File: config.mk
export PLATFORM = sky130hd
export DESIGN_NAME = mii_manchester_tx
export DESIGN_NICKNAME = d
export VERILOG_FILES = /design/src/rtl/mtx_pkg.sv /design/src/rtl/mtx_halfbit_tick.sv /design/src/rtl/mtx_txclk_gen.sv /design/src/rtl/mtx_nibble_encoder.sv /design/src/rtl/mtx_serializer.sv /design/src/rtl/mii_manchester_tx.sv
export SDC_FILE = /design/constraint.sdc
export NUM_CORES = 1
export LEC_CHECK = 0
export BUFFER_PORTS_ARGS = -buffer_cell sky130_fd_sc_hd__buf_2
export CORE_MARGIN = 5
export CORE_UTILIZATION = 25
export DETAILED_ROUTE_END_ITERATION = 10
export HOLD_SLACK_MARGIN = 0.12
export MAX_ROUTING_LAYER = met4
export SKIP_CTS_REPAIR_TIMING = 1
export SLEW_MARGIN = 20
export SYNTH_ARGS = -nofsm -noshare
export SYNTH_HDL_FRONTEND = slang
export SYNTH_SLANG_ARGS = --single-unit
export TNS_END_PERCENT = 10
File: constraint.sdc
create_clock -name clk -period 1.9 [get_ports clk]
set_input_delay 0.285 -clock clk [delete_from_list [all_inputs] [get_ports clk]]
set_output_delay 0.285 -clock clk [all_outputs]
set_load 0.02 [all_outputs]
File: src/rtl/mtx_pkg.sv
package mtx_pkg;

  localparam int unsigned NIB_W_DEF     = 4;
  localparam int unsigned REF_DIV_DEF   = 5;
  localparam int unsigned SKIP_BITS_DEF = 2;

  // Level of the code-violation pattern at a given half-bit slot: 0,0,1,1 repeating.
  function automatic logic jk_level(input int unsigned hb);
    return ((hb >> 1) & 1) != 0;
  endfunction

endpackage

File: src/rtl/mtx_halfbit_tick.sv
module mtx_halfbit_tick #(
  parameter int unsigned REF_DIV = 5
) (
  input  logic clk,
  input  logic rst,
  input  logic run,
  output logic hb_stb
);
  localparam int unsigned CW = (REF_DIV > 1) ? $clog2(REF_DIV) : 1;
  localparam logic [CW-1:0] LAST = CW'(REF_DIV - 1);

  logic [CW-1:0] cnt_q;

  always_ff @(posedge clk) begin
    if (rst || !run) begin
      cnt_q <= '0;
    end else if (cnt_q == LAST) begin
      cnt_q <= '0;
    end else begin
      cnt_q <= cnt_q + 1'b1;
    end
  end

  assign hb_stb = run && (cnt_q == LAST);

endmodule

File: src/rtl/mtx_txclk_gen.sv
module mtx_txclk_gen #(
  parameter int unsigned NIB_W = 4,
  localparam int unsigned HB   = 2 * NIB_W,
  localparam int unsigned IW   = $clog2(HB)
) (
  input  logic          clk,
  input  logic          rst,
  input  logic          run,
  input  logic          hb_stb,
  output logic          tx_clk,
  output logic          cap_stb,
  output logic [IW-1:0] hb_idx
);
  localparam logic [IW-1:0] LAST_HB = IW'(HB - 1);
  localparam logic [IW-1:0] FALL_HB = IW'(NIB_W - 1);
  localparam logic [IW-1:0] START   = IW'(NIB_W);

  logic [IW-1:0] hcnt_q;
  logic          clk_q;

  // Start in the low phase so the first rising edge is a sampling edge.
  always_ff @(posedge clk) begin
    if (rst || !run) begin
      hcnt_q <= START;
      clk_q  <= 1'b0;
    end else if (hb_stb) begin
      if (hcnt_q == LAST_HB) begin
        hcnt_q <= '0;
        clk_q  <= 1'b1;
      end else begin
        hcnt_q <= hcnt_q + 1'b1;
        if (hcnt_q == FALL_HB) begin
          clk_q <= 1'b0;
        end
      end
    end
  end

  assign tx_clk  = clk_q;
  assign cap_stb = hb_stb && (hcnt_q == LAST_HB);
  assign hb_idx  = hcnt_q;

endmodule

File: src/rtl/mtx_nibble_encoder.sv
module mtx_nibble_encoder
  import mtx_pkg::*;
#(
  parameter int unsigned NIB_W     = 4,
  parameter int unsigned SKIP_BITS = 2,
  localparam int unsigned HB       = 2 * NIB_W
) (
  input  logic [NIB_W-1:0] nib,
  input  logic             en,
  input  logic             er,
  input  logic             first,
  output logic [HB-1:0]    sym,
  output logic [HB-1:0]    act
);
  logic [HB-1:0] dat_sym;

  for (genvar i = 0; i < NIB_W; i++) begin : g_bit
    assign dat_sym[2*i]   = ~nib[i];
    assign dat_sym[2*i+1] =  nib[i];
  end

  for (genvar j = 0; j < HB; j++) begin : g_hb
    if (j < 2 * SKIP_BITS) begin : g_skip
      assign act[j] = en & ~first;
    end else begin : g_keep
      assign act[j] = en;
    end
    assign sym[j] = act[j] & (er ? jk_level(j) : dat_sym[j]);
  end

endmodule

File: src/rtl/mtx_serializer.sv
module mtx_serializer #(
  parameter int unsigned NIB_W = 4,
  localparam int unsigned HB   = 2 * NIB_W,
  localparam int unsigned IW   = $clog2(HB)
) (
  input  logic          clk,
  input  logic          rst,
  input  logic          run,
  input  logic          hb_stb,
  input  logic          cap_stb,
  input  logic [IW-1:0] hb_idx,
  input  logic          en,
  input  logic [HB-1:0] enc_sym,
  input  logic [HB-1:0] enc_act,
  output logic          first,
  output logic          tx_act,
  output logic          tx_sym
);
  logic [HB-1:0] buf_sym_q;
  logic [HB-1:0] buf_act_q;
  logic          in_frame_q;
  logic          act_q;
  logic          sym_q;

  // The slot leaving at a sampling edge is the old nibble's last half-bit,
  // so one buffer covers both the outgoing and the incoming nibble.
  always_ff @(posedge clk) begin
    if (rst || !run) begin
      buf_sym_q  <= '0;
      buf_act_q  <= '0;
      in_frame_q <= 1'b0;
      act_q      <= 1'b0;
      sym_q      <= 1'b0;
    end else if (hb_stb) begin
      act_q <= buf_act_q[hb_idx];
      sym_q <= buf_sym_q[hb_idx];
      if (cap_stb) begin
        buf_sym_q  <= enc_sym;
        buf_act_q  <= enc_act;
        in_frame_q <= en;
      end
    end
  end

  assign first  = en & ~in_frame_q;
  assign tx_act = act_q;
  assign tx_sym = sym_q;

endmodule

File: src/rtl/mii_manchester_tx.sv
module mii_manchester_tx
  import mtx_pkg::*;
#(
  parameter int unsigned NIB_W     = NIB_W_DEF,
  parameter int unsigned REF_DIV   = REF_DIV_DEF,
  parameter int unsigned SKIP_BITS = SKIP_BITS_DEF
) (
  input  logic             clk,
  input  logic             rst,
  input  logic             mode_en,
  input  logic [NIB_W-1:0] txd,
  input  logic             tx_en,
  input  logic             tx_er,
  output logic             tx_clk,
  output logic             tx_act,
  output logic             tx_sym
);
  localparam int unsigned HB = 2 * NIB_W;
  localparam int unsigned IW = $clog2(HB);

  logic          hb_stb;
  logic          cap_stb;
  logic [IW-1:0] hb_idx;
  logic          first;
  logic [HB-1:0] enc_sym;
  logic [HB-1:0] enc_act;

  mtx_halfbit_tick #(.REF_DIV(REF_DIV)) u_tick (
    .clk    (clk),
    .rst    (rst),
    .run    (mode_en),
    .hb_stb (hb_stb)
  );

  mtx_txclk_gen #(.NIB_W(NIB_W)) u_clkgen (
    .clk     (clk),
    .rst     (rst),
    .run     (mode_en),
    .hb_stb  (hb_stb),
    .tx_clk  (tx_clk),
    .cap_stb (cap_stb),
    .hb_idx  (hb_idx)
  );

  mtx_nibble_encoder #(.NIB_W(NIB_W), .SKIP_BITS(SKIP_BITS)) u_enc (
    .nib   (txd),
    .en    (tx_en),
    .er    (tx_er),
    .first (first),
    .sym   (enc_sym),
    .act   (enc_act)
  );

  mtx_serializer #(.NIB_W(NIB_W)) u_ser (
    .clk     (clk),
    .rst     (rst),
    .run     (mode_en),
    .hb_stb  (hb_stb),
    .cap_stb (cap_stb),
    .hb_idx  (hb_idx),
    .en      (tx_en),
    .enc_sym (enc_sym),
    .enc_act (enc_act),
    .first   (first),
    .tx_act  (tx_act),
    .tx_sym  (tx_sym)
  );

endmodule

==> results of run 1 <==
## registers in the layout, summed over array words and instances (netlist names)
name and cells:
u_ser.tx_act 1, u_tick.cnt_q 3, u_ser.tx_sym 1, u_ser.buf_sym_q 8, u_ser.buf_act_q 1, u_clkgen.hb_idx 3
u_ser.in_frame_q 1, u_clkgen.tx_clk 1
## per-stage QoR
stage	setup WS, ns	hold slack, ns	utilization [%]	area (um2)	instances
after floorplan	0.471	0.405	-	876	98
after global placement	0.400	0.439	29.3	986	153
after detailed placement	0.281	0.456	29.3	986	153
after CTS	0.271	0.197	30.1	1010	157
after global routing	0.107	0.212	30.1	1010	157
final	0.288	0.214	30.1	1010	157
## per-layer routing
layer  share of wire, %  global-route usage (%)  vias to the layer above  wire length, um
met5                  0                       -                        -                0
met4                1.2                    4.34                        0               23
met3                2.4                    1.30                        4               46
met2                 52                    15.0                       10              994
met1                 44                    9.97                      343              839
li1                   -                       -                      370                -
## power groups by stage
stage / combinational (mW) / sequential, mW / clock (mW)
floorplan: 0.0160 / 0.411 / 0
CTS: 0.0337 / 0.402 / 0.220
detailed placement: 0.0334 / 0.411 / 0
global route: 0.0374 / 0.402 / 0.236
finish: 0.0333 / 0.402 / 0.203
global placement: 0.0321 / 0.411 / 0
## final timing paths
kind         slack, ns                from            endpoint  depth (start not counted)
max               0.29  u_clkgen.hb_idx[1]  u_ser.buf_sym_q[3]                          5
max reg2reg       0.29  u_clkgen.hb_idx[1]  u_ser.buf_sym_q[3]                          5
min               0.21                 rst  u_clkgen.hb_idx[2]                          3
min reg2reg       0.46  u_ser.buf_sym_q[5]  u_ser.buf_sym_q[5]                          2
## placed cells by master (no fill, tap or decap)
cell type,n
dfxtp_1,19
nand2_1,16
a21oi_1,12
buf_2,11
nand3_1,6
nor2_1,6
ha_1,5
inv_1,4
mux2i_1,4
clkbuf_4,3
nand4_1,2
nor2b_1,2
nand2b_1,2
o2111ai_1,2
nor3b_1,2
buf_4,2
and4_1,1
nand3b_1,1
mux4_1,1
mux2_2,1
a311o_1,1
o31ai_2,1
nand4b_1,1
and2_1,1
a211oi_1,1
o211ai_1,1
and3_1,1
nor3_1,1
clkbuf_1,1
## worst min-delay path, stage by stage
cell and delay [ns]:
buf_2 0.08, nor2b_1 0.06, nand3_1 0.06
## cell usage after synthesis
cell type	instances
nor3_1	1
nor2b_1	2
o2111ai_1	2
a311o_1	1
nor2_1	6
inv_1	4
a21oi_1	12
nand2_1	16
ha_1	5
buf_2	2
a211oi_1	1
mux2i_1	4
nor3b_1	2
nand2b_1	2
and2_1	1
clkbuf_1	2
mux2_2	1
and4_1	1
mux4_1	1
and3_1	1
nand3b_1	1
nand4b_1	1
nand4_1	2
o211ai_1	1
o31ai_2	1
nand3_1	6
dfxtp_1	19
## cell families (layout without fill, tap and decap cells)
kind of cell | after synthesis | in the layout | synth area share (%)
adders and majority gates | 5 | 5 | 7.14
buffers and inverters | 8 | 21 | 3.71
muxes | 6 | 6 | 8.86
and+or+nand+nor | 42 | 42 | 23.7
AOI/OAI and AO/OA | 18 | 18 | 13.1
DFF | 19 | 19 | 43.4
## final cells by class
type	instances	area share [%]
Inverter	4	1.48
Sequential cell	19	37.6
Multi-Input combinational cell	71	45.7
Tap cell	46	5.69
Clock buffer	4	2.60
Timing Repair Buffer	13	6.92
==> results.md, run 1 <==
* Post-synth top area cell: dfxtp_1
* Max Clk Rate at 620 MHz
* Layout cell share with drive strength beyond 1 at 16.2%
* Fillers at 391
* Critical path, cell by cell: ha_1 > ha_1 > and4_1 > o2111ai_1 > a21oi_1
* Syn Area/Cell at 8.94 um2
* RSZ-0062 raised after global routing: no
* Core area at 3360 um2
* Chip Width at 69.2 um
* CP Data Required Time at 2.14 ns
* N_diodes at 0
* Post-synthesis sequential area ratio at 43.4%
* Clock latency on the worst-skew pair at 0.29 ns
* Sw frac at 22.4%
* Hold Path Class: in2reg
* Post-DRT Antenna Nets at 0
* Area growth syn-to-layout at 15.6%
* Crit. End Element: register
* DRT Pass-1 Iters at 4
* Crit path largest cell delay at 0.44 ns
* Clock power frac at 31.8%
* Period utilization at 84.8%
* Setup TNS at 0 ns
* Clk sink count at 19
* Vias after detailed routing at 727
* I/O pin count at 12
* Worst Path Arrival at 1.85 ns
* Pin count of the biggest net entering global routing at 17
* DR iter-0 viols at 15
* Synth Warn # at 0
* Largest cells by area after synthesis: dfxtp_1, ha_1, a21oi_1
* Combinational fraction of design power at 5.2%
* Most used cell along the critical path: ha_1
* H-Tree Depth at 1
* DP Wirelength at 1.47 mm
* Netlist cell types at 27
* Gpl congestion at 0.867
* WL final at 1.90 mm
* Sequential share of power at 63.0%
* Pint at 0.495 mW
* DRC viols at 0
* Endpoints failing setup at 0
* Synth Register Bits at 19
* Slowest CP cell: dfxtp_1
* Final Total Pwr at 0.638 mW
* WL/cell at 12.1 um
* Worst-path clk slew at 0.10 ns
* Synth top area share at 43.4%
* Total global routing overflow at 0
* P_leak at 0.380 nW
* Startpoint Class: register
* Cells after Synth at 98
* Pins over their slew limit at 0
* Initial antenna violation count at 0
* Max Cap Viol at 0
* Buf/Inv on CP at 0
* Starting density of the core at 26.0%
* Vias in the first global route at 792
* Sequential Area at 380 um2
* Net switching power figure at 0.143 mW
* Worst slew pin tran at 0.437 ns
* Status: completed
* TritonCTS Buffers at 3
* Final hold violation count at 0
* Clock Tree Buf Depth at 2
* Netlist Area Pre-Place at 876 um2
* Die ar. at 4790 um2
* Post-route minimum period at 1.61 ns
* CTS tree: done
* Crit-path max FO at 10
* Vias per cell at 4.63
* Final nets at 126
* Delay-heaviest family, CP: flip-flops
* Critical Setup Path Class: reg2reg
* Slew headroom at 70.8%
* Die height at 69.2 um
* VDD IR max at 262 uV
* I/O Buffers at 11
* Total Routing Usage GR at 8.80%
* PwrDens at 630 nW/um2
* Clock root buffer: clkbuf_4
* Area of the multi-input gates at 463 um2
* First-pass GRT wire length at 3.42 mm
* Setup Skew at 0.00143 ns
* Mapped Nets at 112
* Row cnt at 21
Note: power is estimated with default switching activity, not from simulation.
==> run 2, diff against run 1 <==
clock period = 1.55 ns   (was 1.9 ns; I/O delays follow)
==> results.md, run 2 (same netlist as run 1, synthesis figures left out) <==
* P_leak at 0.398 nW (+4.7%)
* Area of the multi-input gates at 464 um2 (+0.27%)
* Fillers at 385 (-1.5%)
* Initial antenna violation count at 0 (unchanged)
* Vias after detailed routing at 745 (+2.5%)
* Detail Route met2 WL at 828 um (-17%)
* Most common cell after layout, fill and taps aside: dfxtp_1
* CP Data Required Time at 1.77 ns (-0.37 ns)
* CTS tree: done
* Pint at 0.607 mW (+23%)
* Met3 routed wirelength at 80 um (+74%)
* Max layer used: met4
* M1 wire length at 858 um (+2.3%)
* N_diodes at 0 (unchanged)
* Sequential Area at 380 um2 (unchanged)
* Total Routing Usage GR at 8.28% (-0.52 points)
* TritonCTS Buffers at 3 (unchanged)
* Total global routing overflow at 0 (unchanged)
* H-Tree Depth at 1 (unchanged)
* Post-DRT Antenna Nets at 0 (unchanged)
* Hold Path Class: in2reg
* I/O pin count at 12 (unchanged)
* Final Total Pwr at 0.782 mW (+22%)
* DRT Pass-1 Iters at 4 (unchanged)
* First-pass GRT wire length at 3.20 mm (-6.3%)
* RSZ-0062 raised after global routing: no
* DP Wirelength at 1.34 mm (-9.0%)
* Clock power frac at 31.7% (about the same)
* Die height at 69.2 um (unchanged)
* PwrDens at 749 nW/um2 (+19%)
* Worst-path clk slew at 0.11 ns (about the same)
* Status: completed
* Sequential share of power at 63.0% (about the same)
* Max Clk Rate at 698 MHz (+13%)
* Pins over their slew limit at 0 (unchanged)
* Biggest register: u_ser.buf_sym_q
* Setup Skew at 0.00934 ns (+0.00791 ns)
* Period utilization at 92.4% (+7.6 points)
* Die ar. at 4790 um2 (unchanged)
* Sw frac at 22.3% (-0.077 points)
* Startpoint Class: register
* Clock latency on the worst-skew pair at 0.29 ns (about the same)
* Layout cell share with drive strength beyond 1 at 20.0% (+3.8 points)
* Vias in the first global route at 772 (-2.5%)
* Worst Path Arrival at 1.66 ns (-0.19 ns)
* Row cnt at 21 (unchanged)
* Pin count of the biggest net entering global routing at 17 (unchanged)
* Clk sink count at 19 (unchanged)
* Placed Cells at 156 (+2.0%)
* Critical Setup Path Class: reg2reg
* Final nets at 130 (+3.2%)
* Max Cap Viol at 0 (unchanged)
* Crit. End Element: register
* I/O Buffers at 11 (unchanged)
* Crit-path max FO at 10 (unchanged)
* VDD IR max at 391 uV (+49%)
* Number of flip-flops in the largest register at 8 (unchanged)
* Clock root buffer: clkbuf_4
* Clock Tree Buf Depth at 2 (unchanged)
* Final hold violation count at 0 (unchanged)
* Slew headroom at 81.2% (+10 points)
* Fin cells at 161 (+2.5%)
* Setup TNS at 0 ns (unchanged)
* Chip Width at 69.2 um (unchanged)
* Combinational fraction of design power at 5.3% (about the same)
* Fin util at 31.0% (+0.93 points)
* Post-route minimum period at 1.43 ns (-0.179 ns)
* Core area at 3360 um2 (unchanged)
* DR iter-0 viols at 11 (-4)
* Vias per cell at 4.63 (about the same)
* Flop2flop setup slack at 0.12 ns (-0.17 ns)
* Worst slew pin tran at 0.282 ns (-0.155 ns)
* Starting density of the core at 26.0% (unchanged)
* Net switching power figure at 0.174 mW (+22%)
* Most frequent cells in the layout: dfxtp_1, nand2_1, a21oi_1
* Endpoints failing setup at 0 (unchanged)
* Gpl congestion at 0.786 (-9.3%)
* WL final at 1.80 mm (-5.6%)
* DRC viols at 0 (unchanged)
* WL/cell at 11.2 um (-7.9%)
* Area growth syn-to-layout at 19.1%
==> run 2: cell types whose count changed in the layout (fill, tap and decap cells not counted), sizes merged <==
| cell | change |
|---|---|
| buf | +4 |
==> run 2: worst max-delay path, cell delays in order (launching register included) <==
cell and delay, ns:
dfxtp_1 0.35, ha_1 0.15, ha_1 0.20, and4_2 0.37
o2111ai_1 0.14, a21oi_1 0.16
==> run 2: through the flow <==
step | instance area, um2 | worst slack [ns] | hold WS, ns
after floorplan | 876 | 0.121 | 0.353
after global placement | 1010 | 0.131 | 0.436
after detailed placement | 1010 | 0.0769 | 0.442
after CTS | 1030 | 0.0481 | 0.184
after global routing | 1040 | 0.0268 | 0.184
final | 1040 | 0.118 | 0.192
==> run 2: worst paths after layout <==
check / from / endpoint / cells past startpoint
worst max register to register: u_clkgen.hb_idx[0] / u_ser.buf_sym_q[3] / 5
worst max-delay path: u_clkgen.hb_idx[0] / u_ser.buf_sym_q[3] / 5
worst min register to register: u_ser.buf_sym_q[4] / u_ser.buf_sym_q[4] / 2
worst min-delay path: txd[2] / u_ser.buf_sym_q[5] / 3
==> run 2: area by class of cell <==
cell class | count | area share, %
clock buffer | 4 | 2.52
tap | 46 | 5.52
sequential | 19 | 36.5
inverter | 4 | 1.44
multi-input combinational | 71 | 44.5
timing repair buffer | 17 | 9.59
==> run 2: power groups by stage <==
stage	logic (mW)	clock network [mW]	registers, mW
2_1_floorplan	0.0196	0	0.503
3_3_place_gp	0.0402	0	0.504
3_5_place_dp	0.0414	0	0.504
4_1_cts	0.0416	0.258	0.493
5_1_grt	0.0471	0.277	0.493
6_report	0.0416	0.248	0.492
==> run 2: routing by layer <==
layer  track usage (%)  up-vias
li1                  -      381
met1              9.81      339
met2              13.0       21
met3              1.88        4
met4              4.34        0
met5                 -        -
==> run 3, diff against run 2 <==
CORE_UTILIZATION = 40   (was 25)
==> results.md, run 3 (same netlist as run 1, synthesis figures left out) <==
* Dpl ws at 0.0561 ns (-0.0208 ns)
* Worst reg2reg path endpoint: u_ser.tx_sym
* Biggest register: u_ser.buf_sym_q
* First-pass GRT wire length at 3.04 mm (-5.0%)
* RSZ-0062 raised after global routing: no
* Period utilization at 90.8% (-1.6 points)
* DR iter-0 viols at 15 (+4)
* Final hold violation count at 0 (unchanged)
* PwrDens at 775 nW/um2 (+3.5%)
* DRC viols at 0 (unchanged)
* Number of flip-flops in the largest register at 8 (unchanged)
* Vias in the first global route at 688 (-11%)
* Vias per cell at 5.12 (+11%)
* Die height at 56.8 um (-18%)
* Post-DRT Antenna Nets at 0 (unchanged)
* Clk sink count at 19 (unchanged)
* Post-route minimum period at 1.41 ns (-0.0255 ns)
* Crit path largest cell delay at 0.35 ns (-0.02 ns)
* Clock Tree Buf Depth at 2 (unchanged)
* DP Wirelength at 1.25 mm (-6.9%)
* Hold Path End: u_clkgen.hb_idx[2]
* Pin count of the biggest net entering global routing at 17 (unchanged)
* Setup TNS at 0 ns (unchanged)
* Worst Path Arrival at 1.63 ns (-0.03 ns)
* Chip Width at 56.8 um (-18%)
* Layout cell share with drive strength beyond 1 at 20.2% (+0.18 points)
* Clock root buffer: clkbuf_4
* Clock latency on the worst-skew pair at 0.30 ns (about the same)
* Initial antenna violation count at 0 (unchanged)
* Critical Setup Path Class: reg2reg
* Total Routing Usage GR at 12.4% (+4.1 points)
* Most frequent cells in the layout: dfxtp_1, nand2_1, a21oi_1
* Flop2flop setup slack at 0.14 ns (+0.03 ns)
* Row cnt at 17 (-19%)
* I/O Buffers at 11 (unchanged)
* Slowest CP cell: a311o_1
* Startpoint Class: register
* TritonCTS Buffers at 3 (unchanged)
* Pins over their slew limit at 0 (unchanged)
* P_leak at 0.397 nW (-0.19%)
* Vias after detailed routing at 727 (-2.4%)
* Final nets at 129 (-0.77%)
* Reg2Reg Depth at 5 (unchanged)
* Endpoints failing setup at 0 (unchanged)
* Hold Path Depth at 3 (unchanged)
* Crit. End Element: register
* CP Data Required Time at 1.77 ns (about the same)
* Critical path, cell by cell: inv_1 > ha_1 > nand2_1 > a311o_1 > o31ai_2
* Slew headroom at 80.5% (-0.64 points)
* N_diodes at 0 (unchanged)
* Worst r2r src: u_tick.cnt_q[0]
* DRT Pass-1 Iters at 4 (unchanged)
* Buf/Inv on CP at 1 (+1)
* Starting density of the core at 40.8% (+15 points)
* Gpl congestion at 0.784 (-0.22%)
* Worst-path clk slew at 0.12 ns (about the same)
* CTS tree: done
* Setup WS post-layout at 0.143 ns (+0.0255 ns)
* Area growth syn-to-layout at 16.0%
* VDD IR max at 469 uV (+20%)
* WL final at 1.72 mm (-4.2%)
* Max Cap Viol at 0 (unchanged)
* I/O pin count at 12 (unchanged)
* Setup Skew at 0.00788 ns (-0.00145 ns)
* Crit-path max FO at 6 (-4)
* Hold Path Class: in2reg
* H-Tree Depth at 1 (unchanged)
* Core area at 2150 um2 (-36%)
* Worst slew pin tran at 0.292 ns (+0.00951 ns)
* Fillers at 209 (-46%)
* Max Clk Rate at 711 MHz (+1.8%)
* Die ar. at 3230 um2 (-33%)
* Status: completed
* Min-delay src: rst
* WL/cell at 12.1 um (+8.7%)
* Delay-heaviest family, CP: compound AO/OA/AOI/OAI gates
* Most common cell after layout, fill and taps aside: dfxtp_1
* Total global routing overflow at 0 (unchanged)
==> run 3: changes by cell type in the layout (fill, tap and decap cells not counted) <==
cell / previous run / this run
buf_4: 6 / 5
clkbuf_1: 1 / 0
and4_4: 0 / 1
and4_2: 1 / 0
clkinv_2: 0 / 1
==> run 3: worst register-to-register path, stage by stage, from the launching register on <==
cell	delay, ns
dfxtp_1	0.34
inv_1	0.06
ha_1	0.26
nand2_1	0.16
a311o_1	0.35
o31ai_2	0.18
==> run 3: layer usage <==
layer	GRT usage, %	part of all wire [%]	up-vias
met5	-	0	-
met4	5.96	0.75	0
met3	2.30	4.7	2
met2	18.5	46	14
met1	16.0	48	334
li1	-	-	377
==> run 3: worst max path at each step <==
stage / start / end / slack [ns] / depth (start not counted)
after global routing: u_tick.cnt_q[0] / u_ser.tx_sym / 0.007 / 5
after global placement: u_clkgen.hb_idx[0] / u_ser.buf_sym_q[2] / 0.13 / 5
after floorplan: u_clkgen.hb_idx[0] / u_ser.buf_sym_q[2] / 0.12 / 6
final: u_tick.cnt_q[0] / u_ser.tx_sym / 0.14 / 5
after detailed placement: u_clkgen.hb_idx[1] / u_ser.buf_sym_q[2] / 0.06 / 5
after CTS: u_clkgen.hb_idx[1] / u_ser.buf_sym_q[2] / 0.003 / 5
==> run 3: area by class of cell <==
type / instances / area [um2] / area share [%]
Multi-Input combinational cell: 71 / 465 / 45.8
Timing Repair Buffer: 16 / 92.6 / 9.11
Sequential cell: 19 / 380 / 37.4
Clock inverter: 1 / 5.00 / 0.493
Tap cell: 28 / 35.0 / 3.45
Inverter: 4 / 15.0 / 1.48
Clock buffer: 3 / 22.5 / 2.22
==> run 3: power by group <==
group          switching (mW)  leakage [nW]  total, mW  internal (mW)
Sequential            0.00175         0.153      0.492          0.491
Clock                   0.158        0.0177      0.254         0.0961
Combinational          0.0245         0.226     0.0411         0.0166
==> run 3: stage by stage <==
stage	hold WS [ns]	cell area [um2]	std cells	utilization, %	total power [mW]
after CTS	0.154	1010	141	46.8	0.802
after floorplan	0.353	876	98	-	0.523
after detailed placement	0.448	978	137	45.5	0.545
final	0.162	1020	142	47.3	0.788
after global routing	0.179	1020	142	47.3	0.827
after global placement	0.438	978	137	45.5	0.544
